$ cat config.mk
export PLATFORM = sky130hd
export DESIGN_NAME = dispfmt_decoder
export DESIGN_NICKNAME = d
export VERILOG_FILES = /design/src/rtl/dispfmt_pkg.sv /design/src/rtl/dispfmt_div3.sv /design/src/rtl/dispfmt_geom.sv /design/src/rtl/dispfmt_slots.sv /design/src/rtl/dispfmt_decoder.sv
export SDC_FILE = /design/constraint.sdc
export NUM_CORES = 1
export LEC_CHECK = 0
export ABC_CLOCK_PERIOD_IN_PS = 1800
export CORE_ASPECT_RATIO = 0.7
export CORE_UTILIZATION = 41
export CTS_CLUSTER_DIAMETER = 120
export CTS_CLUSTER_SIZE = 12
export DETAILED_ROUTE_END_ITERATION = 12
export DONT_BUFFER_PORTS = 1
export SLEW_MARGIN = 20
export SYNTH_ARGS = -nofsm -noshare
export SYNTH_HDL_FRONTEND = slang
export SYNTH_HIERARCHICAL = 1
export SYNTH_SLANG_ARGS = --single-unit
$ cat constraint.sdc
create_clock -name clk_i -period 1.8 [get_ports clk_i]
set_input_delay 0.36 -clock clk_i [delete_from_list [all_inputs] [get_ports clk_i]]
set_output_delay 0.36 -clock clk_i [all_outputs]
set_load 0.01 [all_outputs]
$ cat src/rtl/dispfmt_pkg.sv
package dispfmt_pkg;
  typedef enum logic [1:0] {
    PIX_ARGB1555 = 2'd0,
    PIX_RGB565   = 2'd1,
    PIX_RGB888   = 2'd2,
    PIX_ARGB8888 = 2'd3
  } pix_fmt_e;

  localparam int MODE_EN_BIT    = 0;
  localparam int MODE_FMT_LSB   = 2;
  localparam int CFG_OUT_BIT    = 0;
  localparam int CFG_ILACE_BIT  = 1;
  localparam int CFG2_BLANK_BIT = 3;
endpackage

$ cat src/rtl/dispfmt_div3.sv
module dispfmt_div3 #(
  parameter int IN_W = 13
) (
  input  logic [IN_W-1:0] x_i,
  output logic [IN_W-1:0] q_o
);
  // floor(x/3) by reciprocal multiply; SH = IN_W+2 keeps it exact over the input range
  localparam int SH = IN_W + 2;
  localparam int PW = IN_W + SH;
  localparam logic [PW-1:0] RECIP = PW'(((64'd1 << SH) + 64'd2) / 64'd3);

  logic [PW-1:0] prod;
  assign prod = PW'(x_i) * RECIP;
  assign q_o  = IN_W'(prod >> SH);
endmodule

$ cat src/rtl/dispfmt_geom.sv
module dispfmt_geom
  import dispfmt_pkg::*;
#(
  parameter int FIELD_W = 10,
  localparam int CNT_W  = FIELD_W + 1,
  localparam int RES_W  = FIELD_W + 2,
  localparam int STR_W  = FIELD_W + 4
) (
  input  logic [31:0]      size_i,
  input  pix_fmt_e         fmt_i,
  input  logic             ilace_i,
  output logic [STR_W-1:0] stride_o,
  output logic [RES_W-1:0] hres_o,
  output logic [RES_W-1:0] vres_o
);
  logic [CNT_W-1:0]   words, lines;
  logic [CNT_W:0]     span;
  logic [CNT_W+1:0]   bytes_w, third;

  assign words   = CNT_W'(size_i[FIELD_W-1:0]) + CNT_W'(1);
  assign lines   = CNT_W'(size_i[2*FIELD_W-1:FIELD_W]) + CNT_W'(1);
  assign span    = (CNT_W+1)'(words) + (CNT_W+1)'(size_i[3*FIELD_W-1:2*FIELD_W]) - (CNT_W+1)'(1);
  assign stride_o = {span, 2'b00};
  assign bytes_w = {words, 2'b00};

  dispfmt_div3 #(.IN_W(CNT_W+2)) u_div3 (.x_i(bytes_w), .q_o(third));

  always_comb begin
    unique case (fmt_i)
      PIX_ARGB1555, PIX_RGB565: hres_o = {words, 1'b0};
      PIX_RGB888:               hres_o = RES_W'(third);
      default:                  hres_o = RES_W'(words);
    endcase
  end

  assign vres_o = ilace_i ? {lines, 1'b0} : {1'b0, lines};
endmodule

$ cat src/rtl/dispfmt_slots.sv
module dispfmt_slots
  import dispfmt_pkg::*;
#(
  parameter int RES_W = 12,
  localparam int N_SLOT = 2
) (
  input  logic             clk_i,
  input  logic             rst_ni,
  input  logic             wr_i,
  input  logic             clr_i,
  input  logic [RES_W-1:0] hres_i,
  input  logic [RES_W-1:0] vres_i,
  input  pix_fmt_e         fmt_i,
  output logic             changed_o
);
  logic             idx_q;
  logic [RES_W-1:0] hres_q [N_SLOT];
  logic [RES_W-1:0] vres_q [N_SLOT];
  pix_fmt_e         fmt_q  [N_SLOT];

  always_ff @(posedge clk_i or negedge rst_ni) begin
    if (!rst_ni)    idx_q <= 1'b0;
    else if (wr_i)  idx_q <= ~idx_q;
    else if (clr_i) idx_q <= 1'b0;
  end

  for (genvar s = 0; s < N_SLOT; s++) begin : g_slot
    always_ff @(posedge clk_i or negedge rst_ni) begin
      if (!rst_ni) begin
        hres_q[s] <= '0;
        vres_q[s] <= '0;
        fmt_q[s]  <= PIX_ARGB1555;
      end else if (wr_i && (idx_q == 1'(s))) begin
        hres_q[s] <= hres_i;
        vres_q[s] <= vres_i;
        fmt_q[s]  <= fmt_i;
      end else if (clr_i && (s == 0)) begin
        hres_q[s] <= '0;
        vres_q[s] <= '0;
      end
    end
  end

  assign changed_o = (hres_i != hres_q[~idx_q]) || (vres_i != vres_q[~idx_q]) ||
                     (fmt_i != fmt_q[~idx_q]);
endmodule

$ cat src/rtl/dispfmt_decoder.sv
module dispfmt_decoder
  import dispfmt_pkg::*;
#(
  parameter int FIELD_W = 10,
  localparam int RES_W  = FIELD_W + 2,
  localparam int STR_W  = FIELD_W + 4
) (
  input  logic             clk_i,
  input  logic             rst_ni,
  input  logic             present_i,
  input  logic [31:0]      size_i,
  input  logic [31:0]      mode_i,
  input  logic [31:0]      cfg_i,
  input  logic [31:0]      cfg2_i,
  input  logic [31:0]      border_i,
  input  logic [31:0]      base_i,
  output logic             done_o,
  output logic             en_o,
  output logic             blank_o,
  output logic [31:0]      fill_o,
  output logic             fmt_changed_o,
  output logic [1:0]       fmt_o,
  output logic [RES_W-1:0] hres_o,
  output logic [RES_W-1:0] vres_o,
  output logic [STR_W-1:0] stride_o,
  output logic [31:0]      base_o
);
  pix_fmt_e         fmt_in;
  logic             en_in;
  logic [STR_W-1:0] stride_c;
  logic [RES_W-1:0] hres_c, vres_c;
  logic             changed_c;

  assign fmt_in = pix_fmt_e'(mode_i[MODE_FMT_LSB +: 2]);
  assign en_in  = mode_i[MODE_EN_BIT] & cfg_i[CFG_OUT_BIT];

  dispfmt_geom #(.FIELD_W(FIELD_W)) u_geom (
    .size_i  (size_i),
    .fmt_i   (fmt_in),
    .ilace_i (cfg_i[CFG_ILACE_BIT]),
    .stride_o(stride_c),
    .hres_o  (hres_c),
    .vres_o  (vres_c)
  );

  dispfmt_slots #(.RES_W(RES_W)) u_slots (
    .clk_i    (clk_i),
    .rst_ni   (rst_ni),
    .wr_i     (present_i & en_in),
    .clr_i    (present_i & ~en_in),
    .hres_i   (hres_c),
    .vres_i   (vres_c),
    .fmt_i    (fmt_in),
    .changed_o(changed_c)
  );

  always_ff @(posedge clk_i or negedge rst_ni) begin
    if (!rst_ni) begin
      done_o        <= 1'b0;
      en_o          <= 1'b0;
      blank_o       <= 1'b0;
      fill_o        <= '0;
      fmt_changed_o <= 1'b0;
      fmt_o         <= '0;
      hres_o        <= '0;
      vres_o        <= '0;
      stride_o      <= '0;
      base_o        <= '0;
    end else begin
      done_o <= present_i;
      if (present_i) begin
        en_o <= en_in;
        if (en_in) begin
          blank_o       <= cfg2_i[CFG2_BLANK_BIT];
          fill_o        <= border_i;
          fmt_changed_o <= changed_c;
          fmt_o         <= fmt_in;
          hres_o        <= hres_c;
          vres_o        <= vres_c;
          stride_o      <= stride_c;
          base_o        <= base_i;
        end else begin
          blank_o       <= 1'b0;
          fmt_changed_o <= 1'b0;
        end
      end
    end
  end
endmodule

==> impl_results.md, run 1 <==
* Slowest cell delay on critical path at roughly 0.54 ns
* First-pass GRT wire length at about 43000 um
* Initial antenna violation count at 0
* Placed Instances at 1477
* CTS H-tree depth at 4
* R2R depth at 8
* Max Cap Viol at 0
* Final hold vios at about 160
* Final std cells w/o fill at between 1.5k and 2k
* Die X at between 150 and 200 um
* Antenna Violating Nets Remaining at 0
* Syn Area/Cell at between 10 and 15 um^2
* Layout cells sized above 1 at 0.403
* Failing checks: hold timing, setup timing
* First-iteration detailed-routing DRC count at slightly below 300
* CTS tree: built
* Critical Path AT at around 5.9 ns
* Syn-to-layout area delta at 26.9%
* DP HPWL at 20600 um
* Routability Congestion at roughly 0.8
* Cts bufs inserted at 17
* F_max at 0.180 GHz
* Hold WS at -0.365 ns
* RR Endpoint: fmt_changed_o
* Vias in the first global route at just under 8k
* Crit path to: fmt_changed_o
* IO buf count at 0
* Reg2reg start: u_slots/idx_q
* CP Data Required Time at 2.11 ns
* Total global routing overflow at 0
* FILL cells at ~2.4k
* DIE HEIGHT at roughly 140 um
* Final Util at 0.530
* Initial DRT Pass Iterations at 4
* Boundary Pins at about 300
* # setup viols final at 46
* Final min period at around 5.6 ns
* Layout Nets at 1490
* Peak supply drop at 0.775 mV
* Period utilization at 3.09
* Clock transition at the registers of the reported paths at around 0.07 ns
* Register area at 4030 um^2
* Routed vias/inst at just under 5
* CTS Sinks at roughly 160
* DRC errors left at 0
* Placed Area at 12800 um^2
* Root Driver: clkbuf_16
* CP Class: in -> reg
* Most frequent cells in the layout: dfrtp_1 (161), buf_4 (140), inv_1 (127)
* Die area at 28000 um^2
* Num rows at 50
* Clock Path Buffers at 2
* CP delay by family, top: adder cells
* Crit end category: register
* Worst setup SP type: input port
* Initial Utilization at 0.418
* DR WL/cell at ~18 um
* Final Cell Area at 14200 um^2
* Final setup margin at -3.77 ns
* ANT cells at 0
* Lkg Pwr at 6.77 nW
* Vias at around 7.5k
* CP bufs+invs at 4
* Total wire length at approximately 27000 um
* RSZ-0062 raised after global routing: yes
* Commonest non-fill, non-tap cell in the layout: dfrtp_1
* Core Area at 26800 um^2
* Worst R2R Setup Slack at 0 ns
* Synthesized cell area at between 10000 and 15000 um^2
* Pwr dens at about 1400 nW/um^2
* Instance count on the critical path at 28
* Status: finished with violations
* Fin Clk Skew at 0.0124 ns
* CP max FO at 6
* Synthesized instance count at between 900 and 1k
* Total track usage at 0.199
* Worst-skew pair later-pin latency at roughly 0.42 ns
* Most common cell on crit path: fa_1
* Hold WC Path Type: in -> async
* Count of hold buffers inserted by post-cts repair at 1
* Largest net degree at the start of global routing at ~160
* YS warnings at 6
* CP max-delay cell: fa_1
* Max-slew violation count at 0
* CP startpoint: size_i[4]
* Multi-input logic area at 7160 um^2
## registers in the layout (all words and copies together), names as in the netlist
signal,flops
fill_o,32
base_o,32
u_slots/idx_q,1
hres_o,12
stride_o,14
vres_o,12
blank_o,1
u_slots/fmt_q,4
u_slots/vres_q,24
u_slots/hres_q,24
fmt_o,2
en_o,1
done_o,1
fmt_changed_o,1
## routing by layer
metal  global-route usage  up-vias  wire length, um
met2                0.306      166            12400
met4               0.0329        0              133
li1                     -     3642                -
met1                0.286     3715            13000
met3               0.0510       12             1530
met5                    0        -                0
## where the power goes
| group | internal [W] | leakage (nW) | total, W | switching, W |
|---|---|---|---|---|
| clock network | 0.00200 | 0.289 | 0.00359 | 0.00159 |
| registers | 0.00447 | 1.99 | 0.00537 | 0.000899 |
| logic | 0.00578 | 4.50 | 0.0107 | 0.00495 |
## repair_timing
item	4_1_cts	5_1_grt
gates resized for setup	76	64
pin swaps	51	38
hold endpoints to repair	162	161
buffers inserted	11	12
setup endpoints to repair	46	46
## worst min path at each step
stage | cells after the start | endpoint | from | slack, ns
floorplan | 0 | base_o[0] | rst_ni | 0.06
global placement | 0 | hres_o[0] | rst_ni | 0.07
detailed placement | 0 | hres_o[0] | rst_ni | 0.07
CTS | 0 | hres_o[0] | rst_ni | -0.39
global route | 0 | u_slots/hres_q[0] | rst_ni | -0.40
finish | 0 | hres_o[0] | rst_ni | -0.37
## per-stage QoR
stage / hold slack, ns / power [W] / setup WS [ns] / TNS, ns
floorplan: 0.0644 / 0.0112 / -4.02 / -131.08
global placement: 0.0677 / 0.0138 / -4.20 / -146.46
detailed placement: 0.0683 / 0.0140 / -4.38 / -150.02
CTS: -0.388 / 0.0189 / -3.71 / -122.60
global route: -0.395 / 0.0211 / -4.03 / -131.32
finish: -0.365 / 0.0197 / -3.77 / -124.97
## layout make-up
class | instances | share of cell area
multi-input cells | 658 | 0.505
flip-flops and latches | 161 | 0.284
repair buffers | 168 | 0.0983
inverters | 146 | 0.0395
well taps | 364 | 0.0321
clock buffers | 19 | 0.0312
clock inverters | 13 | 0.0101
(Power assumes the default switching activity.)
==> run 2, diff against run 1 <==
BUFFER_PORTS_ARGS = -buffer_cell sky130_fd_sc_hd__buf_2   (was unset)
DONT_BUFFER_PORTS = unset   (was 1)
==> run 2 against run 1 <==
Against the previous run: the flow finishes with violations (setup timing); critical path depth is 1 higher; total power is 8.3% higher; clock skew is 0.0077 ns lower; register-to-register slack worse by 0.13 ns; cell count is 18% higher; sequential share of layout area is 3.1 points lower; worst setup slack worse by 0.22 ns; die area stayed put; clock-buffer cell count is 1 lower; via count is 14% higher; combinational power is 17% higher; utilization is 6.4 points higher; critical path type unchanged; largest power group unchanged; highest routed layer is now met5.
==> impl_results.md, run 2 (same netlist as run 1, synthesis figures left out) <==
* Vias in the first global route at 9016
* CP Data Required Time at ~2.1 ns
* Failing checks: setup timing
* GR Util met3 at 0.0426
* Lkg Pwr at approximately 8.0 nW
* Placed Instances at around 1.7k
* Layout cells sized above 1 at 0.519
* Cts bufs inserted at 17
* Worst-skew pair later-pin latency at approximately 0.42 ns
* Sequential share of power at 0.231
* Commonest non-fill, non-tap cell in the layout: buf_2
* Final Cell Area at 15900 um^2
* DP HPWL at approximately 23000 um
* Status: finished with violations
* Combinational share of power at 0.586
* Most common cell on crit path: fa_1
* Root Driver: clkbuf_16
* FILL cells at about 2.3k
* First-pass GRT wire length at between 40000 and 50000 um
* RSZ-0062 raised after global routing: yes
* Period utilization at 3.21
* Antenna Violating Nets Remaining at 0
* Syn-to-layout area delta at 42.3%
* CP delay by family, top: adder cells
* Switching share of power at 0.374
* Layout Nets at roughly 1.8k
* Clock transition at the registers of the reported paths at around 0.070 ns
* Final std cells w/o fill at roughly 1.8k
* Total global routing overflow at 0
* Fin Clk Skew at around 0.0046 ns
* Placed Area at roughly 14000 um^2
* Final min period at around 5.8 ns
* CP max-delay cell: fa_1
* Core Area at 26800 um^2
* Hold WC Path Type: in -> reg
* Met2 usage at 0.348
* Slowest cell delay on critical path at 0.56 ns
* Register area at around 4000 um^2
* ANT cells at 0
* Max Cap Viol at 0
* # setup viols final at between 40 and 50
* IO buf count at 210
* Initial Utilization at 0.418
* Crit end category: register
* Initial DRT Pass Iterations at 6
* CP bufs+invs at 7
* Die area at 28000 um^2
* Critical Path AT at just over 6 ns
* Met1 Track Usage GR at 0.302
* CP Class: in -> reg
* Final setup margin at -3.99 ns
* F_max at roughly 0.17 GHz
* CP max FO at 6
* Peak supply drop at about 0.85 mV
* CTS Sinks at 161
* Tot Pwr at 0.0213 W
* Boundary Pins at between 300 and 400
* Total track usage at 0.215
* Initial antenna violation count at 1
* Final hold vios at 0
* CTS tree: built
* Clk pwr share at 0.182
* Worst setup SP type: input port
* DR WL/cell at 16.1 um
* Vias at between 8k and 9k
* Most frequent cells in the layout: buf_2 (204), buf_4 (182), dfrtp_1 (161)
* Busiest grt layer: met2
* Placement Setup Slack at -4.55 ns
* Net switching power at 0.00797 W
* CTS H-tree depth at 4
* DRC errors left at 0
* Clock Path Buffers at 2
* Power Internal at about 0.013 W
* DIE HEIGHT at 140 um
* Multi-input logic area at between 7000 and 8000 um^2
* First-iteration detailed-routing DRC count at 337
* Die X at 199 um
* Largest net degree at the start of global routing at between 40 and 50
* Routability Congestion at approximately 0.83
* Routed vias/inst at 4.80
* Total wire length at between 20000 and 30000 um
* Pwr dens at roughly 1300 nW/um^2
* Fin Setup TNS at -134.54 ns
* Num rows at 50
* Max-slew violation count at 0
* Biggest regs: base_o (32), fill_o (32)
## run 2: path summary, 6_finish.rpt
kind / start / end / slack (ns) / cells after the start
setup / recovery: size_i[4] / fmt_changed_o / -3.99 / 29
hold / removal: base_i[0] / base_o[0] / 0.16 / 2
setup reg to reg: u_slots/idx_q / fmt_changed_o / -0.13 / 8
hold reg to reg: en_o / en_o / 0.48 / 1
max in group asynchronous: rst_ni / base_o[29] / 0.80 / 3
min in group asynchronous: rst_ni / hres_o[3] / 0.41 / 2
## run 2: worst reg2reg max path, stage by stage, from the launching register on
cell     delay (ns)
dfrtp_1        0.42
buf_12         0.21
mux2i_1        0.25
xor2_1         0.26
nand4_1        0.19
nor3_1         0.22
nand4_1        0.13
nand2_1        0.08
o22ai_1        0.06
## run 2: what timing repair did
| item | CTS | global route |
|---|---|---|
| pin swaps | 53 | 43 |
| endpoints found under the hold margin | 29 | 0 |
| hold buffers | 1 | 0 |
| setup buffers | 29 | 14 |
| setup endpoints to repair | 47 | 47 |
| gates resized for setup | 103 | 55 |
## run 2: layer usage
layer | up-vias | wire length [um] | part of all wire
li1 | 4198 | - | -
met1 | 4240 | 13800 | 0.47
met2 | 176 | 13800 | 0.47
met3 | 11 | 1270 | 0.044
met4 | 2 | 168 | 0.0058
met5 | - | 13 | 0.00045
## run 2: metrics by stage
stage	util	hold WS, ns
floorplan	-	0.0644
global placement	0.534	0.280
detailed placement	0.534	0.282
CTS	0.582	0.139
global route	0.594	0.142
finish	0.594	0.158
## run 2: power by group through the flow
stage                     combinational, W  sequential [W]  clock, W
after detailed placement           0.00963         0.00498         0
after global placement             0.00951         0.00494         0
final                               0.0125         0.00493   0.00389
after CTS                           0.0115         0.00494   0.00396
after floorplan                    0.00598         0.00518         0
after global routing                0.0137         0.00504   0.00412
## run 2: area by class of cell
cell class / instances / area share
multi-input combinational: 658 / 0.449
sequential: 161 / 0.253
timing repair buffer: 437 / 0.194
inverter: 146 / 0.0348
tap: 364 / 0.0286
clock buffer: 18 / 0.0276
clock inverter: 14 / 0.0123
==> run 3, diff against run 2 <==
ABC_AREA = 1   (was unset)
BUFFER_PORTS_ARGS = unset   (was -buffer_cell sky130_fd_sc_hd__buf_2)
DONT_BUFFER_PORTS = 1   (was unset)
==> run 3 against run 2 <==
Against the previous run: the flow finishes with violations (hold timing, setup timing); synthesized cell count up 65%; clock-buffer cell count unchanged; register-to-register slack better by 0.20 ns; worst setup slack better by 0.76 ns; clock skew up 0.0028 ns; routed wire length up 26%; fmax up 15%; critical path depth up 17; largest cell class unchanged; highest routed layer is now met4.
==> impl_results.md, run 3 <==
* Placed Instances at 2132
* Switching share of power at 0.444
* Failing checks: hold timing, setup timing
* Initial antenna violation count at 0
* Vias in the first global route at ~11k
* Reg2reg start: u_slots/idx_q
* F_max at roughly 0.20 GHz
* Fin Clk Skew at around 0.0075 ns
* DP HPWL at approximately 26000 um
* Net switching power at between 0.01 and 0.015 W
* Final hold vios at 161
* Hold WC Path Type: in -> async
* Num rows at between 50 and 60
* Synthesized instance count at around 1.6k
* Final setup margin at -3.22 ns
* Routability Congestion at between 0.9 and 1
* Syn-to-layout area delta at 33.9%
* R2R depth at 12
* Clock Path Buffers at 2
* DIE HEIGHT at approximately 150 um
* Hold WS at -0.373 ns
* Die X at 207 um
* Sequential share of power at 0.204
* YS warnings at 6
* Slowest cell delay on critical path at between 0.15 and 0.2 ns
* Lkg Pwr at approximately 8.6 nW
* CTS Sinks at 161
* Fin Setup TNS at -104.37 ns
* Pwr dens at 1510 nW/um^2
* Power Internal at between 0.01 and 0.015 W
* Initial Utilization at 0.419
* Crit end category: register
* Clock transition at the registers of the reported paths at 0.07 ns
* CP Data Required Time at around 2.1 ns
* CP max FO at 8
* Cts bufs inserted at 17
* Max-slew headroom at the worst pin at 0.548
* Most common cell on crit path: buf_4
* Routed vias/inst at a little over 5
* FILL cells at about 2.6k
* Critical Path AT at around 5.3 ns
* Synthesized cell area at roughly 12000 um^2
* Status: finished with violations
* IO buf count at 0
* DRC errors left at 0
* Core Area at 29000 um^2
* CP max-delay cell: buf_4
* Worst R2R Setup Slack at 0.07 ns
* Most frequent cells in the layout: nand2_1 (518), buf_4 (204), inv_1 (191)
* RSZ-0062 raised after global routing: yes
* CTS tree: built
* RR Endpoint: fmt_changed_o
* Count of hold buffers inserted by post-cts repair at 1
* Slew @ Worst Pin at about 0.67 ns
* CP Class: in -> reg
* ANT cells at 0
* Final min period at roughly 5 ns
* Total wire length at ~36000 um
* Layout Nets at 2180
* Boundary Pins at a little over 300
* Antenna Violating Nets Remaining at 0
* Total global routing overflow at 0
* Layout cells sized above 1 at 0.299
* Combinational share of power at 0.636
* CTS H-tree depth at 4
* Clk pwr share at 0.160
* Syn Area/Cell at 7.39 um^2
* Worst setup SP type: input port
* Die area at between 30000 and 40000 um^2
* Largest net degree at the start of global routing at ~160
* Vias at roughly 11k
* Initial DRT Pass Iterations at 6
* Peak supply drop at ~1.4 mV
* # setup viols final at 45
* Commonest non-fill, non-tap cell in the layout: nand2_1
* Final std cells w/o fill at approximately 2.2k
* Max-slew violation count at 0
* DR WL/cell at approximately 16 um
* Total track usage at 0.240
* Period utilization at 2.79
* Root Driver: clkbuf_16
* First-pass GRT wire length at a little under 60000 um
* Worst-skew pair later-pin latency at 0.43 ns
* First-iteration detailed-routing DRC count at ~770
* Max Cap Viol at 0
* Biggest regs: base_o (32), fill_o (32)
[run 3: how the worst max path moves through the flow]
stage | depth (start not counted) | from | to | slack [ns]
final | 46 | size_i[0] | fmt_changed_o | -3.22
after global routing | 35 | size_i[1] | fmt_changed_o | -3.42
after CTS | 37 | size_i[0] | fmt_changed_o | -3.05
after detailed placement | 33 | size_i[0] | fmt_changed_o | -3.85
after global placement | 33 | size_i[0] | fmt_changed_o | -3.77
after floorplan | 32 | size_i[2] | fmt_changed_o | -3.27
[run 3: repair_timing]
item / in CTS / in global routing
endpoints found under the hold margin: 162 / 161
gates resized for setup: 127 / 116
pin swaps: 78 / 84
setup buffers: 50 / 26
endpoints found under the setup margin: 45 / 46
[run 3: cell type report]
cell class | count | area (um^2) | area share
multi-input cells | 1170 | 8120 | 0.501
flip-flops and latches | 161 | 4030 | 0.248
repair buffers | 245 | 2010 | 0.124
inverters | 247 | 957 | 0.0590
well taps | 378 | 473 | 0.0291
clock buffers | 18 | 439 | 0.0271
clock inverters | 14 | 195 | 0.0120
[run 3: layer usage]
layer / part of all wire / routed length (um) / vias up / GRT usage
met2: 0.42 / 15500 / 297 / 0.347
met5: 0 / 0 / - / 0
met3: 0.073 / 2650 / 37 / 0.0686
met4: 0.012 / 420 / 0 / 0.0481
li1: - / - / 5626 / -
met1: 0.49 / 17900 / 5368 / 0.356
[run 3: critical path: cells and delay by family]
family | cells | cell delay [ns]
adders and majority gates | 1 | 0.13
and+or+nand+nor | 13 | 0.94
buffers and inverters | 32 | 3.90
[run 3: power by group through the flow]
stage | Clock, W | Combinational (W) | Sequential, W
6_report | 0.00394 | 0.0156 | 0.00501
5_1_grt | 0.00415 | 0.0171 | 0.00509
4_1_cts | 0.00403 | 0.0140 | 0.00501
3_5_place_dp | 0 | 0.0121 | 0.00506
3_3_place_gp | 0 | 0.0120 | 0.00506
2_1_floorplan | 0 | 0.00814 | 0.00490
[run 3: metrics by stage]
step / worst slack, ns / utilization / cell area, um^2 / total power (W) / hold WS [ns]
final: -3.22 / 0.561 / 16200 / 0.0246 / -0.373
after global routing: -3.42 / 0.561 / 16200 / 0.0263 / -0.396
after CTS: -3.05 / 0.540 / 15600 / 0.0230 / -0.400
after detailed placement: -3.85 / 0.489 / 14200 / 0.0171 / 0.0674
after global placement: -3.77 / 0.489 / 14200 / 0.0170 / 0.0679
after floorplan: -3.27 / - / 12700 / 0.0130 / 0.0644
